`config.mk`:
```
export PLATFORM = sky130hd
export DESIGN_NAME = usb_hc_reset_ctl
export DESIGN_NICKNAME = d
export VERILOG_FILES = /design/src/rtl/usb_hc_reset_pkg.sv /design/src/rtl/usb_hc_rst_seq.sv /design/src/rtl/usb_hc_pm_detect.sv /design/src/rtl/usb_hc_clr_matrix.sv /design/src/rtl/usb_hc_reset_ctl.sv
export SDC_FILE = /design/constraint.sdc
export NUM_CORES = 1
export LEC_CHECK = 0
export CAP_MARGIN = 40
export CORE_MARGIN = 2
export CORE_UTILIZATION = 19
export CTS_CLUSTER_SIZE = 25
export DETAILED_ROUTE_END_ITERATION = 8
export PLACE_DENSITY_LB_ADDON = 0.05
export SLEW_MARGIN = 5
export SYNTH_ARGS = -nofsm -noshare
export SYNTH_HDL_FRONTEND = slang
export SYNTH_SLANG_ARGS = --single-unit
```
`constraint.sdc`:
```
create_clock -name clk -period 0.9 [get_ports clk]
set_clock_uncertainty 0.05 [all_clocks]
set_input_delay 0.18 -clock clk [delete_from_list [all_inputs] [get_ports clk]]
set_output_delay 0.18 -clock clk [all_outputs]
set_load 0.01 [all_outputs]
```
`src/rtl/usb_hc_reset_pkg.sv`:
```
package usb_hc_reset_pkg;

    localparam int TAG_W = 3;

    typedef enum logic [TAG_W-1:0] {
        TAG_OPER    = 3'd0,
        TAG_STRUCT  = 3'd1,
        TAG_CFG     = 3'd2,
        TAG_CORE    = 3'd3,
        TAG_CORE_FW = 3'd4,
        TAG_SUSP    = 3'd5
    } reg_tag_e;

    localparam logic [1:0] PS_ON  = 2'b00;
    localparam logic [1:0] PS_HOT = 2'b11;

    typedef struct packed {
        logic hw;
        logic hc;
        logic pm;
    } clr_evt_t;

    typedef enum logic [1:0] {
        HCR_IDLE  = 2'd0,
        HCR_ARMED = 2'd1,
        HCR_FIRE  = 2'd2
    } hcr_state_e;

    // Controller reset bit: driver-owned memory-space registers only.
    function automatic logic hc_clears(input logic [TAG_W-1:0] tag);
        return tag == TAG_OPER;
    endfunction

    // Hot-to-on transition: core well, sparing firmware and wake state.
    function automatic logic pm_clears(input logic [TAG_W-1:0] tag);
        return (tag == TAG_OPER) || (tag == TAG_CORE);
    endfunction

endpackage

```
`src/rtl/usb_hc_rst_seq.sv`:
```
module usb_hc_rst_seq
    import usb_hc_reset_pkg::*;
(
    input  logic clk,
    input  logic rst,
    input  logic wr,
    output logic busy,
    output logic strobe
);

    hcr_state_e st_q;

    always_ff @(posedge clk) begin
        if (rst) begin
            st_q <= HCR_IDLE;
        end else begin
            unique case (st_q)
                HCR_IDLE:  if (wr) st_q <= HCR_ARMED;
                HCR_ARMED: st_q <= HCR_FIRE;
                default:   st_q <= HCR_IDLE;
            endcase
        end
    end

    assign busy   = (st_q != HCR_IDLE);
    assign strobe = (st_q == HCR_FIRE);

    AST_HCR_ONE_PULSE: assert property (@(posedge clk) disable iff (rst)
        strobe |=> !strobe);
    AST_HCR_SELF_CLEAR: assert property (@(posedge clk) disable iff (rst)
        strobe |=> !busy);
    AST_HCR_ARMED_FIRST: assert property (@(posedge clk) disable iff (rst)
        $rose(strobe) |-> $past(busy));
    AST_HCR_BUSY_IGNORES: assert property (@(posedge clk) disable iff (rst)
        (busy && !strobe) |=> strobe);

endmodule

```
`src/rtl/usb_hc_pm_detect.sv`:
```
module usb_hc_pm_detect
    import usb_hc_reset_pkg::*;
(
    input  logic       clk,
    input  logic       rst,
    input  logic       wr,
    input  logic [1:0] wdata,
    output logic [1:0] state,
    output logic       pulse
);

    logic [1:0] state_q;
    logic       pulse_q;
    logic       wake_hit;

    assign wake_hit = wr && (state_q == PS_HOT) && (wdata == PS_ON);

    always_ff @(posedge clk) begin
        if (rst) begin
            state_q <= PS_ON;
            pulse_q <= 1'b0;
        end else begin
            pulse_q <= wake_hit;
            if (wr) state_q <= wdata;
        end
    end

    assign state = state_q;
    assign pulse = pulse_q;

    AST_PM_FROM_HOT: assert property (@(posedge clk) disable iff (rst)
        pulse |-> ($past(state) == PS_HOT) && (state == PS_ON));
    AST_PM_NO_SPURIOUS: assert property (@(posedge clk) disable iff (rst)
        (!$past(rst) && !($past(wr) && $past(state) == PS_HOT && $past(wdata) == PS_ON))
        |-> !pulse);

endmodule

```
`src/rtl/usb_hc_clr_matrix.sv`:
```
module usb_hc_clr_matrix
    import usb_hc_reset_pkg::*;
#(
    parameter int NUM_REGS = 12,
    parameter logic [NUM_REGS*TAG_W-1:0] REG_TAGS = '0
) (
    input  logic                clk,
    input  logic                rst,
    input  clr_evt_t            evt,
    input  logic [NUM_REGS-1:0] hc_excl,
    input  logic [NUM_REGS-1:0] pm_excl,
    output logic [NUM_REGS-1:0] clr
);

    for (genvar i = 0; i < NUM_REGS; i++) begin : g_reg
        localparam logic [TAG_W-1:0] TAG = REG_TAGS[i*TAG_W +: TAG_W];
        localparam bit HIT_HC = hc_clears(TAG);
        localparam bit HIT_PM = pm_clears(TAG);

        assign clr[i] = evt.hw
                      | (HIT_HC & evt.hc & ~hc_excl[i])
                      | (HIT_PM & evt.pm & ~pm_excl[i]);

        if (!HIT_HC && !HIT_PM) begin : g_keep
            AST_KEEP_PROTECTED: assert property (@(posedge clk) disable iff (rst)
                !clr[i]);
        end

        AST_EXCL_HONOURED: assert property (@(posedge clk) disable iff (rst)
            (hc_excl[i] && pm_excl[i]) |-> !clr[i]);
    end

endmodule

```
`src/rtl/usb_hc_reset_ctl.sv`:
```
module usb_hc_reset_ctl
    import usb_hc_reset_pkg::*;
#(
    parameter int NUM_REGS = 12,
    parameter logic [NUM_REGS*TAG_W-1:0] REG_TAGS = {
        3'd5, 3'd5, 3'd4, 3'd4, 3'd3, 3'd3,
        3'd2, 3'd2, 3'd1, 3'd1, 3'd0, 3'd0}
) (
    input  logic                clk,
    input  logic                rst,
    input  logic                hc_rst_wr,
    input  logic                pm_wr,
    input  logic [1:0]          pm_wdata,
    input  logic [NUM_REGS-1:0] hc_excl,
    input  logic [NUM_REGS-1:0] pm_excl,
    output logic [NUM_REGS-1:0] reg_clr,
    output logic                hc_rst_bit,
    output logic [1:0]          pm_state
);

    logic     hc_strobe;
    logic     pm_pulse;
    clr_evt_t evt;

    usb_hc_rst_seq i_seq (
        .clk    (clk),
        .rst    (rst),
        .wr     (hc_rst_wr),
        .busy   (hc_rst_bit),
        .strobe (hc_strobe)
    );

    usb_hc_pm_detect i_pm (
        .clk   (clk),
        .rst   (rst),
        .wr    (pm_wr),
        .wdata (pm_wdata),
        .state (pm_state),
        .pulse (pm_pulse)
    );

    always_comb begin
        evt.hw = rst;
        evt.hc = hc_strobe;
        evt.pm = pm_pulse;
    end

    usb_hc_clr_matrix #(
        .NUM_REGS (NUM_REGS),
        .REG_TAGS (REG_TAGS)
    ) i_matrix (
        .clk     (clk),
        .rst     (rst),
        .evt     (evt),
        .hc_excl (hc_excl),
        .pm_excl (pm_excl),
        .clr     (reg_clr)
    );

    AST_HW_AFTER_STATE: assert property (@(posedge clk)
        $past(rst) |-> (!hc_rst_bit && pm_state == PS_ON));

endmodule

```
* After elaboration in Yosys (flattened, before gate mapping)
Index checks and enable logic that the tools add are counted.
Word-level totals: flip-flop bits (word level) 5, input bits 30, output and inout bits 15
Operators by class: equal/unequal tests 4, multiplexer cells 2, bitwise gates (word level) 18, reductions and logical operators 5
Operator list (number):
- 1-bit AND | 6
- 1-bit inverter | 6
- 1-bit bitwise OR | 6
- 2-bit equality test, second input constant | 2
- 2-bit logical NOT | 2
- 2-bit case mux with 2 select lines | 1
- 2-bit by 1-bit equality test with 1-bit output, second input constant | 1
- 1-bit logical AND | 2
- 2-bit 2-to-1 mux | 1
- 2-bit != test, second input constant | 1
- 2-bit nonzero test | 1

* Longest topological paths before layout
Gate-level depths: netlist of the first run.
depth after elaboration 4, mapped depth 2, depth with buffers taken out 2

* Hierarchy
Synthesis of the first run repeated with hierarchy kept, for this count alone.
Second synthesis, totals: cells, all modules 33, area, all modules 301.5 µm²
By module, submodules not included:
- usb_hc_clr_matrix | times used 1, cells an instance 18, area each 117.6 µm², seq. area each 0.0 µm²
- usb_hc_pm_detect | times used 1, cells an instance 9, area each 106.4 µm², seq. area each 60.1 µm²
- usb_hc_rst_seq | times used 1, cells an instance 6, area each 77.6 µm², seq. area each 40.0 µm²

* Least setup slack after synthesis of the first run
No wires, ideal clock.
kind reg2out, start point register i_seq.st_q[1], end point output reg_clr[0], data arrival time 0.735 ns, data required time 0.670 ns, path slack -0.065 ns, cell stages (with the launch flop) 3, cells stage by stage dfxtp_1 -> nor3b_1 -> a211o_1
On the way: cells in the longest elaborated chain, start to end 4
RTL lines:
- start, declared | line usb_hc_rst_seq.sv:11 | hcr_state_e st_q;
- start signal, assigned | line usb_hc_rst_seq.sv:15 | st_q <= HCR_IDLE;
- start signal, assigned | line usb_hc_rst_seq.sv:18 | HCR_IDLE: if (wr) st_q <= HCR_ARMED;
- start signal, assigned | line usb_hc_rst_seq.sv:19 | HCR_ARMED: st_q <= HCR_FIRE;
- 2-bit equality test | line usb_hc_rst_seq.sv:26 | assign strobe = (st_q == HCR_FIRE);
- 1-bit AND | line usb_hc_clr_matrix.sv:21 | | (HIT_HC & evt.hc & ~hc_excl[i])
- 1-bit bitwise OR | line usb_hc_clr_matrix.sv:21
- 1-bit bitwise OR | line usb_hc_clr_matrix.sv:22 | | (HIT_PM & evt.pm & ~pm_excl[i]);
- end, declared | line usb_hc_reset_ctl.sv:16 | output logic [NUM_REGS-1:0] reg_clr,
No other way between the ends.

* Final worst setup path of the first run
start point input pm_excl[0], end point output reg_clr[0]
On the way: cells in the longest elaborated chain, start to end 3
RTL lines:
- start, declared | line usb_hc_reset_ctl.sv:15 | input logic [NUM_REGS-1:0] pm_excl,
- 1-bit inverter | line usb_hc_clr_matrix.sv:22
- 1-bit AND | line usb_hc_clr_matrix.sv:22
- 1-bit bitwise OR | line usb_hc_clr_matrix.sv:22
No other way between the ends.

==> flow_summary_export.csv, run 1 <==
group,metric,value,unit
synthesis,ys_seq_elements,5,
setup_path,cp.depth,4,
setup_path,crit_type,"in -> out",
hold_path,hold_path_depth,3,
routing,remaining_drc_errors,0,
synthesis,syn_area,298,µm²
cts,clk_path_buf_depth,2,
power,power.total,686,µW
die,fp-row-count,14,
setup_path,slowest_stage,"clkdlybuf4s50_1",
cts,htree_levels,1,
power,p_leak,0.286,nW
cts,cts.hold.buffers_added,0,
synthesis,syn_inst,33,
routing,routed_wirelength,852,µm
timing,setup_viol,7,
hold_path,hold_class,"in -> reg",
status,status,"finished with violations",
synthesis,syn_area_per_cell,9.02,µm²
place,io_buffers,26,
setup_path,path_cells,"clkdlybuf4s50_1, inv_1, a211o_1, buf_2",
routing,vias_per_cell,4.28,
synthesis,synth-edff-count,0,
die,die_h,43.6,µm
place,place_area,538,µm²
synthesis,async_flop_share,0,
setup_path,crit_required,670,ps
finish,area_growth,91.2,%
routing,drt_first_pass_iters,2,
power,p_per_area,1210,nW/µm²
timing,setup_ws,-399,ps
place,dpl_worst_slack,-854,ps
finish,regArea,106,µm²
routing,ant_nets,0,
cts,clk_pin_slew,40,ps
finish,fill_cells,158,
setup_path,cp-start-kind,"input pin",
finish,multiInputGateArea,111,µm²
timing,period_share,1.44,
die,start_util,0.200,
global_route,grt_first_pass_wirelength,1300,µm
cts,cts_made_buffers,3,
cts,cts.sinks,5,
routing,num_vias,325,
cts,clockRootBuffer,"clkbuf_4",
die,core_region_area,1490,µm²
synthesis,synth_area_leader_cell,"dfxtp_1",
global_route,grt_max_degree,9,
synthesis,synth_top_area_frac,0.336,
global_route,grt_usage,0.0969,
setup_path,r2r_cells,2,
die,die_x,43.6,µm
die,ios,45,
place,gp_congestion,0.724,
global_route,gr-total-overflow,0,
finish,fin_cells,76,
setup_path,cp_top_family,"buffers and inverters",
timing,fmax,770,MHz
setup_path,crit_arrival,1070,ps
finish,num-nets-final,91,
timing,fin_hold_ws,184,ps
setup_path,worstPathMaxFanout,1,
timing,finalSetupTns,-1690,ps
routing,drt-wirelength-per-cell,11.2,µm
synthesis,synthFlopType,"dfxtp_1",
cts,clk_latency,240,ps
synthesis,synthTopCellsByArea,"dfxtp_1 (34%), buf_4 (20%), nor3b_1 (7.6%), mux2i_1 (6.7%), a211o_1 (5.9%)",
timing,final_max_slew_viol_count,0,
timing,layout_min_cycle_time,1300,ps
timing,tightest_slew,214,ps
synthesis,ys_warn_count,0,
place,dp.cells,70,
finish,diodes,0,
synthesis,yosysSeqAreaShare,0.336,
die,dieArea,1900,µm²
synthesis,syn-num-nets,63,
synthesis,yosys-top-cells-count,"buf_4 (8), dfxtp_1 (5), inv_1 (4), nor3b_1 (3)",
timing,slew_headroom,0.855,
setup_path,path_buf_inv,3,
setup_path,cp_slowest_stage_delay,460,ps
global_route,antenna_found_initial,0,
global_route,grt_pass1_vias,310,
finish,fin_util,0.382,
job,cap_violations,0,
place,dp_hpwl,667,µm
synthesis,yosysMostFrequentCell,"buf_4",
finish,drive_gt1_frac,0.417,
setup_path,end_kind,"primary output",
routing,drt_iter0_drc,5,
timing,rsz0062_at_grt,"yes",
synthesis,synth_cell_types,13,
timing,hold_violations,0,
power,ir_worst_vdd,853,µV
status,violations,"setup timing",
cts,cts_tree,"built",
finish,fin_area,569,µm²
==> cell usage in the layout (no fill, tap or decap) <==
cell             n
buf_6            7
buf_2            4
nor2_1           2
dfxtp_2          5
dlygate4sd2_1    3
or2_2            1
clkbuf_1         1
nand4b_1         1
clkbuf_2         1
clkdlybuf4s15_1  6
clkbuf_4         3
a21o_1           2
nor3_1           1
buf_4            4
inv_1            4
clkdlybuf4s50_1  7
mux2i_1          2
a211o_1          2
nor4b_1          1
nor3b_1          3
==> power by group <==
| part | internal, mW | switching (mW) |
|---|---|---|
| combinational | 0.118 | 0.0683 |
| sequential | 0.235 | 0.00955 |
| clock | 0.167 | 0.0885 |
| total | 0.520 | 0.166 |
==> cell families after synthesis <==
logic type             Yosys count  share of synthesized area
and+or+nand+nor                  9                      0.197
muxes                            2                     0.0672
buffers and inverters           13                      0.290
DFF                              5                      0.336
AOI/OAI and AO/OA                4                      0.109
==> worst min-delay path, cell delays in order <==
cell and delay (ps):
buf_4 100, buf_6 110, nor3b_1 50
==> routing by layer <==
metal  vias to the layer above  share of wire  GRT usage
li1                        157              -          -
met1                       154           0.33     0.0806
met2                        14           0.56      0.176
met3                         0           0.11     0.0792
met4                         0              0     0.0182
met5                         -              0          0
==> final timing paths <==
kind | endpoint | start | slack, ps
max | reg_clr[0] | pm_excl[0] | -400
min | i_seq.st_q[1]$_SDFFE_PP0P_ | rst | 180
max reg2reg | i_seq.st_q[0]$_SDFFE_PP0P_ | i_seq.st_q[1]$_SDFFE_PP0P_ | 40
min reg2reg | i_seq.st_q[0]$_SDFFE_PP0P_ | i_seq.st_q[0]$_SDFFE_PP0P_ | 400
==> flip-flops by register name, indices dropped and copies added (netlist names) <==
signal	count
i_seq.st_q	2
i_pm.pulse	1
i_pm.state	2
==> layout make-up <==
cell class                 count  area share
clock buffer                   4      0.0462
inverter                       4      0.0264
multi-input combinational     15       0.196
sequential                     5       0.187
tap                           16      0.0352
timing repair buffer          32       0.510
==> timing repair <==
item                       in CTS  in global routing
resized for setup              63                  3
pin swaps                       2                  0
buffers inserted                1                  1
setup endpoints to repair      17                 10
cloned                          0                  0
Note: power is estimated with default switching activity, not from simulation.
==> inputs of run 2 (changes only) <==
--- a/config.mk
+++ b/config.mk
@@ -5,7 +5,6 @@
 export SDC_FILE = /design/constraint.sdc
 export NUM_CORES = 1
 export LEC_CHECK = 0
-export CAP_MARGIN = 40
 export CORE_MARGIN = 2
 export CORE_UTILIZATION = 19
 export CTS_CLUSTER_SIZE = 25
==> results of run 2 <==
The final DEF is identical to that of run 1; final timing and power are the same.
